## src/rtl/seq_pkg.sv

```systemverilog
package seq_pkg;
  typedef enum logic [1:0] {
    ST_FINAL = 2'd0,
    ST_ONE   = 2'd1,
    ST_TWO   = 2'd2,
    ST_THREE = 2'd3
  } seq_state_t;

  typedef struct packed {
    logic       hit;
    seq_state_t dest;
  } route_t;
endpackage

```

## src/rtl/seq_code_bank.sv

```systemverilog
module seq_code_bank #(
  parameter int NUM_REGS = 3,
  parameter int CODE_W   = 4,
  parameter int DATA_W   = 8,
  parameter int PAGE_W   = 2
) (
  input  logic                             clk,
  input  logic                             rst,
  input  logic                             wr_en,
  input  logic                             wr_lock,
  input  logic [PAGE_W-1:0]                page,
  input  logic [DATA_W-1:0]                wr_data,
  output logic [NUM_REGS-1:0][CODE_W-1:0]  codes,
  output logic [DATA_W-1:0]                rd_data
);
  localparam int PAD_W = DATA_W - CODE_W;

  logic [CODE_W-1:0] rd_sel;

  genvar gi;
  generate
    for (gi = 0; gi < NUM_REGS; gi++) begin : g_reg
      always_ff @(posedge clk) begin
        if (rst)
          codes[gi] <= '0;
        else if (wr_en && !wr_lock && (page == PAGE_W'(gi)))
          codes[gi] <= wr_data[CODE_W-1:0];
      end
    end
  endgenerate

  always_comb begin
    rd_sel = '0;
    for (int i = 0; i < NUM_REGS; i++)
      if (page == PAGE_W'(i)) rd_sel = codes[i];
  end

  always_ff @(posedge clk) begin
    if (rst) rd_data <= '0;
    else     rd_data <= {{PAD_W{1'b0}}, rd_sel};
  end

  p_locked_write_r9: assert property (@(posedge clk) disable iff (rst)
    wr_lock |=> $stable(codes));
  p_upper_zero_r8: assert property (@(posedge clk) disable iff (rst)
    rd_data[DATA_W-1:CODE_W] == '0);
endmodule

```

## src/rtl/seq_route_decode.sv

```systemverilog
module seq_route_decode
  import seq_pkg::*;
#(
  parameter int CODE_W = 4,
  parameter int NUM_CH = 3
) (
  input  seq_state_t                 cur_state,
  input  logic [CODE_W-1:0]          code,
  output route_t [NUM_CH-1:0]        routes
);
  function automatic route_t mk(input seq_state_t d);
    route_t r;
    r.hit  = 1'b1;
    r.dest = d;
    return r;
  endfunction

  // State1 and State3 share this table
  function automatic route_t outer_table(input logic [CODE_W-1:0] c, input int ch);
    route_t r;
    r = '0;
    if (c == CODE_W'(4'b1101)) begin
      if (ch == 1) r = mk(ST_TWO);
      else         r = mk(ST_FINAL);
    end
    return r;
  endfunction

  // State2 table
  function automatic route_t middle_table(input logic [CODE_W-1:0] c, input int ch);
    route_t r;
    r = '0;
    case (c)
      CODE_W'(4'b0000): if (ch == 0) r = mk(ST_ONE);
                        else if (ch == 2) r = mk(ST_THREE);
      CODE_W'(4'b0001): if (ch == 1) r = mk(ST_THREE);
      CODE_W'(4'b0010): if (ch == 2) r = mk(ST_THREE);
      CODE_W'(4'b0011): if (ch == 0) r = mk(ST_FINAL);
                        else if (ch == 1) r = mk(ST_THREE);
      CODE_W'(4'b0100): if (ch == 1) r = mk(ST_ONE);
                        else if (ch == 2) r = mk(ST_THREE);
      default: r = '0;
    endcase
    return r;
  endfunction

  genvar gc;
  generate
    for (gc = 0; gc < NUM_CH; gc++) begin : g_ch
      always_comb begin
        case (cur_state)
          ST_ONE, ST_THREE: routes[gc] = outer_table(code, gc);
          ST_TWO:           routes[gc] = middle_table(code, gc);
          default:          routes[gc] = '0;
        endcase
      end
    end
  endgenerate
endmodule

```

## src/rtl/seq_priority.sv

```systemverilog
module seq_priority
  import seq_pkg::*;
#(
  parameter int NUM_CH = 3
) (
  input  logic [NUM_CH-1:0]   match,
  input  route_t [NUM_CH-1:0] routes,
  output logic                take,
  output seq_state_t          dest
);
  logic       any_final;
  logic       any_hit;
  seq_state_t low_dest;

  always_comb begin
    any_final = 1'b0;
    any_hit   = 1'b0;
    low_dest  = ST_ONE;
    for (int i = NUM_CH - 1; i >= 0; i--) begin
      if (match[i] && routes[i].hit) begin
        any_hit  = 1'b1;
        low_dest = routes[i].dest;
        if (routes[i].dest == ST_FINAL) any_final = 1'b1;
      end
    end
    take = any_hit;
    dest = any_final ? ST_FINAL : low_dest;
  end
endmodule

```

## src/rtl/seq_trigger_sequencer.sv

```systemverilog
module seq_trigger_sequencer
  import seq_pkg::*;
#(
  parameter int NUM_CH  = 3,
  parameter int CODE_W  = 4,
  parameter int DATA_W  = 8,
  parameter int PAGE_W  = 2
) (
  input  logic              clk,
  input  logic              rst,
  input  logic [PAGE_W-1:0] page_sel,
  input  logic              wr_en,
  input  logic [DATA_W-1:0] wr_data,
  output logic [DATA_W-1:0] rd_data,
  input  logic              arm,
  input  logic [NUM_CH-1:0] match,
  output logic [1:0]        state_o,
  output logic              armed_o,
  output logic              final_o
);
  localparam int NUM_REGS = 3;

  seq_state_t                       state_q;
  logic                             armed_q;
  logic                             final_q;
  logic                             arm_q;
  logic [NUM_REGS-1:0][CODE_W-1:0]  codes;
  logic [CODE_W-1:0]                act_code;
  route_t [NUM_CH-1:0]              routes;
  logic                             take;
  seq_state_t                       dest;

  seq_code_bank #(
    .NUM_REGS(NUM_REGS), .CODE_W(CODE_W), .DATA_W(DATA_W), .PAGE_W(PAGE_W)
  ) u_bank (
    .clk(clk), .rst(rst), .wr_en(wr_en), .wr_lock(armed_q),
    .page(page_sel), .wr_data(wr_data), .codes(codes), .rd_data(rd_data)
  );

  always_comb begin
    case (state_q)
      ST_ONE:   act_code = codes[0];
      ST_TWO:   act_code = codes[1];
      ST_THREE: act_code = codes[2];
      default:  act_code = '0;
    endcase
  end

  seq_route_decode #(.CODE_W(CODE_W), .NUM_CH(NUM_CH)) u_dec (
    .cur_state(state_q), .code(act_code), .routes(routes)
  );

  seq_priority #(.NUM_CH(NUM_CH)) u_pri (
    .match(match), .routes(routes), .take(take), .dest(dest)
  );

  always_ff @(posedge clk) begin
    if (rst) begin
      state_q <= ST_ONE;
      armed_q <= 1'b0;
      final_q <= 1'b0;
      arm_q   <= 1'b0;
    end else begin
      arm_q   <= arm;
      final_q <= 1'b0;
      if (!arm) begin
        armed_q <= 1'b0;
        state_q <= ST_ONE;
      end else if (!armed_q) begin
        if (!arm_q) begin
          armed_q <= 1'b1;
          state_q <= ST_ONE;
        end
      end else if (take) begin
        state_q <= dest;
        if (dest == ST_FINAL) begin
          armed_q <= 1'b0;
          final_q <= 1'b1;
        end
      end
    end
  end

  assign state_o = state_q;
  assign armed_o = armed_q;
  assign final_o = final_q;

  p_final_disarms_r7: assert property (@(posedge clk) disable iff (rst)
    final_o |-> (!armed_o && state_o == 2'b00));
  p_final_single_r7: assert property (@(posedge clk) disable iff (rst)
    final_o |=> !final_o);
  p_arm_low_r2: assert property (@(posedge clk) disable iff (rst)
    $past(!arm) |-> (!armed_o && state_o == 2'b01));
  p_idle_hold_r6: assert property (@(posedge clk) disable iff (rst)
    $past(!armed_q && arm_q && arm) |-> ($stable(state_o) && !armed_o));
endmodule

```

## config.mk

```make
export PLATFORM = sky130hd
export DESIGN_NAME = seq_trigger_sequencer
export DESIGN_NICKNAME = d
export VERILOG_FILES = /design/src/rtl/seq_pkg.sv /design/src/rtl/seq_code_bank.sv /design/src/rtl/seq_route_decode.sv /design/src/rtl/seq_priority.sv /design/src/rtl/seq_trigger_sequencer.sv
export SDC_FILE = /design/constraint.sdc
export NUM_CORES = 1
export LEC_CHECK = 0
export ABC_AREA = 1
export BUFFER_PORTS_ARGS = -buffer_cell sky130_fd_sc_hd__buf_2
export CAP_MARGIN = 10
export CORE_MARGIN = 2
export CORE_UTILIZATION = 50
export DETAILED_ROUTE_END_ITERATION = 6
export PLACE_DENSITY_LB_ADDON = 0.08
export SYNTH_ARGS = -nofsm -noshare
export SYNTH_HDL_FRONTEND = slang
export SYNTH_SLANG_ARGS = --single-unit
```

## constraint.sdc

```tcl
create_clock -name clk -period 1.69 [get_ports clk]
set_input_delay 0.4225 -clock clk [delete_from_list [all_inputs] [get_ports clk]]
set_output_delay 0.4225 -clock clk [all_outputs]
set_load 0.1 [all_outputs]
```

; Yosys cells after proc, flatten, opt, wreduce, memory -nomap -nowiden
; Index checks and enable logic that the tools add are counted.
; Widths: inputs -> output; s select.
[totals]
out_inout_bits = 12
word_cells = 77
register_bits = 25
inputBits = 17
[classes]
n_mux = 33
bitwise_logic = 3
n_reduce_logical = 20
n_eq_ne = 12
[ops]
columns = operator, count
row1 = $pmux 3 s2, 5
row2 = $mux 1, 14
row3 = $mux 2, 7
row4 = $mux 4, 3
row5 = $pmux 4 s3, 1
row6 = $logic_not 2->1, 5
row7 = $mux 3, 3
row8 = $eq 4x2->1 const B, 2
row9 = $logic_and 1x1->1, 7
row10 = $eq 2x2->1 const B, 3
row11 = $reduce_or 2->1, 3
row12 = $eq 2x1->1 const B, 2
row13 = $eq 4x1->1 const B, 1
row14 = $eq 4x3->1 const B, 1
row15 = $eq 4x4->1 const B, 1
row16 = $logic_not 4->1, 1
row17 = $reduce_or 4->1, 1
row18 = $not 1->1, 3
row19 = $reduce_or 3->1, 1
row20 = $ne 2x1->1 const B, 1
row21 = $ne 2x2->1 const B, 1
row22 = $reduce_and 2->1, 1
row23 = $logic_not 1->1, 1

; Depth between registers and ports, before layout
; Gate-level depths: netlist of the first run.
[depth]
depth_word = 18
mapped_depth = 15

; Hierarchy
; Synthesis of the first run repeated with hierarchy kept, for this count alone.
[hier_totals]
cells_unflattened = 219
area_unflattened_um2 = 1430.1
[modules_own_cells]
columns = module, cells_each, seq_area_each_um2, area_per_inst_um2, n_inst
row1 = seq_code_bank, 117, 320.3, 848.3, 1
row2 = seq_trigger_sequencer, 46, 100.1, 305.3, 1
row3 = seq_route_decode, 29, 0.0, 145.1, 1
row4 = seq_priority, 27, 0.0, 131.4, 1

; Worst setup path after synthesis of the first run
; No wires, ideal clock.
[synth_timing]
kind = register to register
startpoint = register state_q[1], in the netlist state_o[1]
endpoint = register state_q[1], in the netlist state_o[1]
arrival_ns = 2.199
setup_slack_ns = -0.623
path_buffers = 1
setup_ns = 0.114
required_ns = 1.576
period_less_slack_ns = 2.313
path_stages_with_launch = 15
cell_sequence = dfxtp_1 buf_4 inv_4 nor2_1 nand4_1 nor2_2 nand2_1 nand3_2 nand2_2 nand3_2 nand2_2 inv_2 nand2_1 nand2_1 nor2_2
[synth_between]
elab_chain_cells = 16
word_cells_on_any_way = 44
cone_classes = eq/ne (9) / mux (24) / reduce/logical (11)
[synth_lines]
columns = element, line
row1 = from (decl), seq_trigger_sequencer.sv:23  ; seq_state_t state_q;
row2 = from (signal assigned), seq_trigger_sequencer.sv:75  ; state_q <= dest;
row3 = $eq 2x2->1 or $eq 2x1->1 (tied branches), "seq_route_decode.sv:51, seq_trigger_sequencer.sv:41"
row4 = $pmux 4 s3, seq_trigger_sequencer.sv:41  ; case (state_q)
row5 = $eq 4x2->1 (tied with other cells), seq_route_decode.sv:33  ; case (c)
row6 = $reduce_or 3->1 (no source line), --
row7 = $mux 3, --
row8 = $pmux 3 s2, seq_route_decode.sv:51  ; case (cur_state)
row9 = $logic_not 2->1, seq_priority.sv:23  ; if (routes[i].dest == ST_FINAL) any_final = 1'b1;
row10 = $mux 1, seq_priority.sv:23
row11 = $mux 1, seq_priority.sv:20  ; if (match[i] && routes[i].hit) begin
row12 = $mux 1, seq_priority.sv:23
row13 = $mux 1, seq_priority.sv:20
row14 = $mux 1, seq_priority.sv:23
row15 = $mux 1, seq_priority.sv:20
row16 = $mux 2, seq_priority.sv:27  ; dest = any_final ? ST_FINAL : low_dest;
row17 = $mux 2, seq_trigger_sequencer.sv:74  ; end else if (take) begin
row18 = $mux 2, seq_trigger_sequencer.sv:69  ; end else if (!armed_q) begin
; Several ways; a longest one is shown, not always the timed one. The select of a mux whose other input is x is not followed.
; A chain may end at the register's enable or synchronous reset.

; Final worst setup path of the first run
[layout_timing]
startpoint = register state_q[0], in the netlist state_o[0]
endpoint = register state_q[1], in the netlist state_o[1]
; The elaborated chain is that of the path after synthesis.

==> impl_metrics.toml, run 1 <==
[outcome]
status = "completed"

[critical_path]
cp.required_ps = 1900
r2r_setup_slack_ps = 70
critPathCaptureType = "flip-flop"
timing.rr.start = "state_o[0]"
worstSetupPathType = "reg2reg"
crit_path_start_kind = "flip-flop"
critical_path_arrival_ps = 1830
timing.rr.end = "state_o[1]"
startpoint = "state_o[0]"
crit_fanout = 6
rr_worst_depth = 14

[synthesis]
synth_common_cells = "35 x nand2_1, 31 x nor2_1, 21 x dfxtp_1"
synth_ff_type = "dfxtp_1"
synthAdderAreaFrac_pct = 0
synth_top_area_share_pct = 35.74
synthArstFlopShare_pct = 0
ys_seq_elements = 21
synth-simple-area-share_pct = 44.15
synth_top_cell_by_area = "dfxtp_1"
synth.most_common_cell = "nand2_1"
synth_compound_area_share_pct = 8.085
postSynthAreaPerCell_um2 = 6.683
synth_area_leaders = "dfxtp_1 36%, nand2_1 11%, nor2_1 9.9%, nand3_2 8.5%, nand3_1 7.2%"
synth-edff-count = 0
synth_top_family_by_area = "simple AND/OR/NAND/NOR gates"
syn_area_um2 = 1176
synth_xor_xnor_area_share_pct = 0
synth_cell_types = 19
yosysWarningCount = 0
yosysSeqAreaShare_pct = 35.74
synth_mux_area_share_pct = 0
synthCells = 176

[clock_tree]
hold_buffers = 0
clockBufferDepth = 2
cts_tree = "done"
clk_pin_slew_ps = 120
cts.htree.levels = 1
cts-root-buf = "clkbuf_4"
cts.sink_count = 21
insertion_delay_ps = 300
cts_buffers = 3

[power_and_ir_drop]
swShare_pct = 32.44
seqPwrFrac_pct = 54.9
p_comb_share_pct = 20.0
p_int_w = 0.0006540
irDropWorstVdd_uv = 509.8
power.total_w = 0.0009679
power_switching_w = 0.0003140
power_frac_clock_pct = 25.1
power.density_nw_per_um2 = 709.7
leakagePower_nw = 0.7271

[floorplanning]
design.core.area_um2 = 2212
fp.dieArea_um2 = 2756
initial_core_util_pct = 53.17
pin_count = 29
fp-row-count = 17
die_w_um = 52.50
die_h_um = 52.50

[layout]
final-seq-area_um2 = 427.9
nets = 218
nFillCells = 220
layout-drive-gt1-share_pct = 27.00
diodes = 0
fin_util_pct = 61.65
area_delta_synth_final_pct = 15.96
multi_input_comb_area_um2 = 646.9

[place]
numPortBuffers = 20
place_hpwl_mm = 1.962
place.gp.congestion = 0.8712

[drt]
drc_errors = 0
first_pass_iters = 4
num_vias = 1154
drt_iter0_drc = 21
drtAntennaViolNets = 0
wl_per_cell_um = 11.15
via_per_inst = 5.061
routed_wl_mm = 2.542

[global_routing]
antenna_found_initial = 0
grt_max_degree = 15
grt_use_met2_pct = 33.13
use_met1_pct = 28.19
use_met3_pct = 3.429
grt_pass1_wl_mm = 4.284
grt.overflow.total = 0
top_usage_layer = "met2"
grt_pass1_vias = 1013
grt_use_total_pct = 21.02

[min_path]
min_path_type = "in2reg"
worstHoldStart = "arm"
hold_end = "arm_q"
min_path_cells = 3

[timing]
rsz0062_at_grt = "true"
hold_viol = 0
fmax_ghz = 0.6189
fin_crit_sh_pct = 95.61
period_needed_ps = 1616
maxSlewViolCount = 0
finalSetupViolations = 0
fin_skew_ps = 2.796
fin_hold_ws_ps = 390.1

[job]
cap_violations = 0
-- metrics by stage --
| stage | setup WS, ps | setup TNS [ps] | instances | cell area [µm²] |
|---|---|---|---|---|
| 5_1_grt | -83.32 | -122.9 | 228 | 1364 |
| 3_5_place_dp | 57.07 | 0 | 221 | 1292 |
| 2_1_floorplan | -59.82 | -59.82 | 179 | 1206 |
| 6_report | 74.22 | 0 | 228 | 1364 |
| 4_1_cts | 34.47 | 0 | 225 | 1319 |
| 3_3_place_gp | 75.59 | 0 | 221 | 1292 |
-- cell families (layout without fill, tap and decap cells) --
family | count (synthesis) | after routing
other | 1 | 4
buffers and inverters | 29 | 50
flip-flops | 21 | 21
AO/OA/AOI/OAI | 18 | 18
AND/OR/NAND/NOR | 107 | 107
-- cell type report --
type | count | area share (%)
repair buffers | 24 | 10.46
flip-flops and latches | 21 | 31.38
clock buffers | 4 | 1.927
inverters | 22 | 6.239
well taps | 28 | 2.569
multi-input cells | 129 | 47.43
-- power by group through the flow --
| stage | Sequential [W] | Clock, W | Combinational, W |
|---|---|---|---|
| after global placement | 0.000544 | 0 | 0.000178 |
| after CTS | 0.000533 | 0.000249 | 0.000181 |
| after global routing | 0.000534 | 0.000271 | 0.000213 |
| after floorplan | 0.000573 | 0 | 0.000118 |
| final | 0.000531 | 0.000243 | 0.000193 |
| after detailed placement | 0.000544 | 0 | 0.000181 |
-- how the worst max path moves through the flow --
stage | end | cells after the start
2_1_floorplan | state_o[1] | 14
3_3_place_gp | state_o[1] | 13
3_5_place_dp | state_o[1] | 13
4_1_cts | state_o[1] | 13
5_1_grt | state_o[1] | 13
6_report | state_o[1] | 14
-- state kept, by name (all words and copies together), names as in the netlist --
| name | cells |
|---|---|
| arm_q | 1 |
| armed_o | 1 |
| final_o | 1 |
| state_o | 2 |
| u_bank.codes | 12 |
| u_bank.rd_data | 4 |
-- layer usage --
metal  vias up  wire length, µm  part of all wire (%)
met5         -                0                     0
met2        30             1185                    47
li1        606                -                     -
met3         4               93                   3.7
met1       514             1233                    49
met4         0               29                   1.1
-- what timing repair did --
item                                    in CTS  in global routing
endpoints found under the setup margin       0                  3
gates resized for setup                      0                  3
setup buffers                                0                  3
-- worst max-delay path: stages, from the launching register on --
cell	delay, ps
dfxtp_4	410
buf_4	120
nand3_1	80
nand3_2	120
inv_1	60
nor2_2	130
nand2_2	100
nand3_1	80
nand2_1	60
nand3_2	80
nand2_2	60
inv_2	80
nand2_1	50
nand2_1	60
nor2_2	30
-- cells in the final DEF (no fill, tap or decap), types with 2 or more instances in the layout --
cell type  instances
nand2_2            5
clkbuf_4           4
inv_1             19
a21oi_1            4
buf_2             19
o21ai_0           12
nand4_1            3
nor2_2             4
nor2_1            30
buf_4              2
dfxtp_4            2
nand3_1           16
o211ai_1           2
nand3_2           11
inv_2              2
nand2_1           35
dfxtp_1           19
nor2_4             2
conb_1             4
No activity file was read; power rests on OpenSTA's default activity.
==> inputs of run 2 (changes only) <==
==> constraint.sdc (replaced) <==
create_clock -name clk -period 1.69 [get_ports clk]
set_input_delay 0.0845 -clock clk [delete_from_list [all_inputs] [get_ports clk]]
set_output_delay 0.0845 -clock clk [all_outputs]
set_load 0.02 [all_outputs]
==> run 2 against run 1 <==
The flow now finishes with violations (negative setup slack). Worst setup slack worse by 77 ps. Routed wire length is 13% higher. Die area stayed put. Worst hold slack worse by 330 ps. Sequential power hardly changed. Count of clock-buffer cells in the layout stayed put. Global-route usage is 0.41 points higher. Sequential cell count stayed put. Via count is 5.2% higher. Highest routed layer unchanged.
==> impl_metrics.toml, run 2 (synthesized netlist as in run 1, its figures left out) <==
[timing]
finalSetupViolations = 1
hold_viol = 0
period_needed_ps = 1692
final.setup.tns_ps = -2.346
fin_crit_sh_pct = 100.1
fin_skew_ps = 5.781
maxSlewViolCount = 0
rsz0062_at_grt = "true"
fmax_ghz = 0.5909
timing.final.ws_setup_ps = -2.346

[layout]
nets = 223
area_delta_synth_final_pct = 26.60
final_cell_mix = "30 x nor2_1, 28 x nand2_1, 20 x buf_2"
largest_register_ffs = 12
design_area_um2 = 1489
diodes = 0
regMostFlops = "u_bank.codes"
final_common_cell = "nor2_1"
fin_util_pct = 67.31
layout-drive-gt1-share_pct = 33.17

[critical_path]
critical_path_arrival_ps = 1890
crit_end = "state_o[1]"
worstSetupPathType = "reg2reg"
startpoint = "state_o[1]"
crit_fanout = 6
rr_worst_depth = 15
timing.rr.start = "state_o[1]"
critPathCaptureType = "flip-flop"
timing.rr.end = "state_o[1]"
r2r_setup_slack_ps = -2
cp.required_ps = 1890
crit_path_start_kind = "flip-flop"

[outcome]
status = "finished with violations"
violations = "negative setup slack"

[global_routing]
grt_pass1_wl_mm = 4.347
grt.overflow.total = 0
grt_pass1_vias = 1012
antenna_found_initial = 0
grt_use_total_pct = 21.42
grt_max_degree = 18

[clock_tree]
cts-root-buf = "clkbuf_4"
insertion_delay_ps = 290
cts.sink_count = 21
cts.htree.levels = 1
clk_pin_slew_ps = 110
cts_tree = "done"
clockBufferDepth = 2
cts_buffers = 3

[power_and_ir_drop]
leakagePower_nw = 0.7738
seqPwrFrac_pct = 58.9
power.density_nw_per_um2 = 607.4
p_comb_share_pct = 15.4
power_switching_w = 0.0002499
power_frac_clock_pct = 25.7
irDropWorstVdd_uv = 470.4
swShare_pct = 27.63
p_int_w = 0.0006545

[drt]
via_per_inst = 5.210
drc_errors = 0
routed_wl_mm = 2.864
wl_per_cell_um = 12.29
first_pass_iters = 4
drt_iter0_drc = 39
num_vias = 1214
drtAntennaViolNets = 0

[place]
pre_cts_ws_ps = 27.31
place_hpwl_mm = 2.064
place_area_um2 = 1335
place.gp.congestion = 0.8600
numPortBuffers = 20

[floorplanning]
die_h_um = 52.50
die_w_um = 52.50
fp.dieArea_um2 = 2756
design.core.area_um2 = 2212
fp-row-count = 17
initial_core_util_pct = 53.17
pin_count = 29

[min_path]
min_path_type = "in2reg"

[job]
cap_violations = 0
run 2: cell count changes in the layout (fill, tap and decap cells not counted), sizes merged:
cell    delta
clkbuf     -1
buf        +6
run 2: per-stage QoR:
step | hold slack, ps | cells | power [W]
2_1_floorplan | 248.6 | 179 | 0.0006322
3_3_place_gp | 357.0 | 227 | 0.0006658
3_5_place_dp | 372.0 | 227 | 0.0006701
4_1_cts | 51.63 | 231 | 0.0009036
5_1_grt | 79.08 | 233 | 0.0009508
6_report | 58.58 | 233 | 0.0009044
run 2: what timing repair did:
action / in CTS / in global routing
setup endpoints to repair: 0 / 3
gates resized for setup: 0 / 25
hold buffers: 0 / 0
hold endpoints to repair: 0 / 0
setup buffers: 0 / 1
run 2: worst min-delay path by stage:
stage / from / end / cells after the start / slack (ps)
6_report: wr_data[2] / u_bank.codes[2] / 3 / 60
5_1_grt: wr_data[2] / u_bank.codes[10] / 3 / 80
4_1_cts: wr_data[2] / u_bank.codes[2] / 3 / 50
3_5_place_dp: wr_data[2] / u_bank.codes[10] / 3 / 370
3_3_place_gp: wr_data[2] / u_bank.codes[2] / 3 / 360
2_1_floorplan: wr_data[0] / u_bank.codes[0] / 2 / 250
run 2: final cells by class:
| type | count | area, µm² |
|---|---|---|
| Sequential cell | 21 | 427.9 |
| Multi-Input combinational cell | 129 | 711.9 |
| Clock buffer | 4 | 26.28 |
| Fill cell | 206 | 723.2 |
| Tap cell | 28 | 35.03 |
| Timing Repair Buffer | 29 | 197.7 |
| Inverter | 22 | 90.09 |
run 2: power by group through the flow:
stage                     clock network [W]   logic, W  registers (W)
after floorplan                           0  0.0000870       0.000545
after global placement                    0   0.000123       0.000543
after detailed placement                  0   0.000126       0.000544
after CTS                          0.000245   0.000126       0.000532
after global routing               0.000259   0.000157       0.000534
final                              0.000233   0.000139       0.000532
run 2: critical path, stage by stage, from the launching register on:
cell     delay (ps)
dfxtp_4         380
buf_12          140
inv_8            80
nand3_4          80
nand3_4         120
nand2_2          70
nor2_4          130
nand2_4          80
nand3_2          80
nand2_2          70
nand3_2          70
nand2_2          50
inv_2            90
nand2_2          60
nand2_2          70
nor2_2           40
run 2: metal layers:
metal / wire length (µm) / track usage (%)
met5: 0 / 0
met4: 63 / 10.26
met3: 120 / 3.714
met2: 1386 / 31.46
met1: 1293 / 30.09
==> inputs of run 3 (changes only) <==
--- a/config.mk
+++ b/config.mk
@@ -11,7 +11,7 @@
 export CORE_MARGIN = 2
 export CORE_UTILIZATION = 50
 export DETAILED_ROUTE_END_ITERATION = 6
-export PLACE_DENSITY_LB_ADDON = 0.08
+export PLACE_DENSITY = 0.82
 export SYNTH_ARGS = -nofsm -noshare
 export SYNTH_HDL_FRONTEND = slang
 export SYNTH_SLANG_ARGS = --single-unit
==> run 3 against run 2 <==
The flow now finishes without violations. Critical path depth decreased by 2. Die area stayed put. Count of clock-buffer cells in the layout stayed put. Core utilization is 0.91 points lower. Combinational power up 6%. Sequential power is essentially flat. Non-clock buffer count fell by 4. Maximum frequency is 3.7% higher. Cell area fell by 1.3%. Global-route usage did not move. Largest cell class unchanged.
==> impl_metrics.toml, run 3 (synthesized netlist as in run 1, its figures left out) <==
[floorplanning]
die_h_um = 52.50
fp-row-count = 17
fp.dieArea_um2 = 2756
die_w_um = 52.50
initial_core_util_pct = 53.17
pin_count = 29
design.core.area_um2 = 2212

[clock_tree]
insertion_delay_ps = 320
cts_tree = "done"
clk_pin_slew_ps = 120
clockBufferDepth = 2
cts-root-buf = "clkbuf_4"
cts_buffers = 3
cts.htree.levels = 1
hold_buffers = 0
cts.sink_count = 21

[critical_path]
crit_fanout = 6
r2r_setup_slack_ps = 60
startpoint = "state_o[1]"
worstSetupPathType = "reg2reg"
cp.required_ps = 1910
critPathCaptureType = "flip-flop"
crit_path_start_kind = "flip-flop"
rr_worst_depth = 13
critical_path_arrival_ps = 1860
timing.rr.start = "state_o[1]"
timing.rr.end = "state_o[1]"

[global_routing]
grt_use_total_pct = 21.42
antenna_found_initial = 0
grt.overflow.total = 0
grt_pass1_wl_mm = 4.374
grt_max_degree = 18
grt_pass1_vias = 1047

[power_and_ir_drop]
p_int_w = 0.0006584
seqPwrFrac_pct = 57.5
power.density_nw_per_um2 = 630.6
leakagePower_nw = 0.7655
power_switching_w = 0.0002680
swShare_pct = 28.93
irDropWorstVdd_uv = 523.4
power_frac_clock_pct = 26.6
p_comb_share_pct = 15.9

[place]
numPortBuffers = 20
place.gp.congestion = 0.8617
placed_cells = 221
place_hpwl_mm = 2.035

[drt]
via_per_inst = 5.301
drc_errors = 0
first_pass_iters = 4
num_vias = 1214
wl_per_cell_um = 13.37
drt_iter0_drc = 19
drtAntennaViolNets = 0
routed_wl_mm = 3.061

[timing]
hold_viol = 0
period_needed_ps = 1632
maxSlewViolCount = 0
rsz0062_at_grt = "true"
fin_hold_ws_ps = 38.55
fin_skew_ps = 9.000
fmax_ghz = 0.6127
fin_crit_sh_pct = 96.57
finalSetupViolations = 0

[layout]
layout-drive-gt1-share_pct = 33.33
nets = 219
area_delta_synth_final_pct = 24.89
largest_register_ffs = 12
diodes = 0
regMostFlops = "u_bank.codes"
final_common_cell = "nand2_1"
fin_cells = 229
final_cell_mix = "30 x nand2_1, 29 x nor2_1, 20 x buf_2"

[min_path]
hold_end = "u_bank.codes[8]"
min_path_cells = 3
worstHoldStart = "wr_data[0]"
min_path_type = "in2reg"

[outcome]
status = "completed"

[job]
cap_violations = 0
[run 3: cell types whose count changed in the layout (fill, tap and decap cells not counted), moves of 2 or more]
cell and change:
nand2_2 -2, nand2_1 +2, nand3_2 +2, buf_4 -4, nand3_1 -3
[run 3: power by group through the flow]
stage,Sequential [W],Clock [W],Combinational [W]
after floorplan,0.000545,0,0.0000870
after global placement,0.000542,0,0.000118
after detailed placement,0.000543,0,0.000123
after CTS,0.000532,0.000249,0.000124
after global routing,0.000535,0.000266,0.000164
final,0.000533,0.000246,0.000147
[run 3: stage by stage]
| stage | total power, W | setup TNS [ps] | util [%] | area (µm²) | setup slack (ps) |
|---|---|---|---|---|---|
| 2_1_floorplan | 0.0006322 | 0 | - | 1187 | 33.98 |
| 3_3_place_gp | 0.0006604 | 0 | 57.75 | 1277 | 13.74 |
| 3_5_place_dp | 0.0006660 | -60.12 | 57.75 | 1277 | -60.12 |
| 4_1_cts | 0.0009044 | 0 | 58.99 | 1305 | 5.556 |
| 5_1_grt | 0.0009652 | -168.8 | 66.40 | 1469 | -91.64 |
| 6_report | 0.0009264 | 0 | 66.40 | 1469 | 57.98 |
[run 3: cell type report]
| cell class | instances | area, µm² |
|---|---|---|
| tap | 28 | 35.03 |
| multi-input combinational | 129 | 732.0 |
| sequential | 21 | 427.9 |
| fill | 191 | 743.2 |
| timing repair buffer | 25 | 162.7 |
| inverter | 22 | 85.08 |
| clock buffer | 4 | 26.28 |
[run 3: critical path: stages, from the launching register on]
cell and delay, ps:
dfxtp_4 390, buf_4 160, nand3_1 100, nand3_2 120, nor2_2 150, nand2_2 110
nand3_2 90, nand2_2 60, nand3_2 70, nand2_2 50, inv_2 70, nand2_1 50
nand2_1 70, nor2_2 40
[run 3: how the worst max path moves through the flow]
| stage | endpoint | slack (ps) |
|---|---|---|
| after floorplan | state_o[1] | 30 |
| final | state_o[1] | 60 |
| after detailed placement | state_o[1] | -60 |
| after global placement | state_o[1] | 10 |
| after CTS | state_o[1] | 6 |
| after global routing | state_o[1] | -90 |
[run 3: repair_timing]
action,CTS,global route
setup endpoints to repair,3,3
setup buffers,0,3
cloned,0,1
pin swaps,0,9
gates resized for setup,1,30
[run 3: metal layers]
| metal | part of all wire [%] | global-route usage (%) | routed length [µm] |
|---|---|---|---|
| met2 | 55 | 37.92 | 1669 |
| met4 | 4.2 | 10.26 | 128 |
| met5 | 0 | 0 | 0 |
| met3 | 2.5 | 1.714 | 76 |
| met1 | 39 | 25.84 | 1187 |
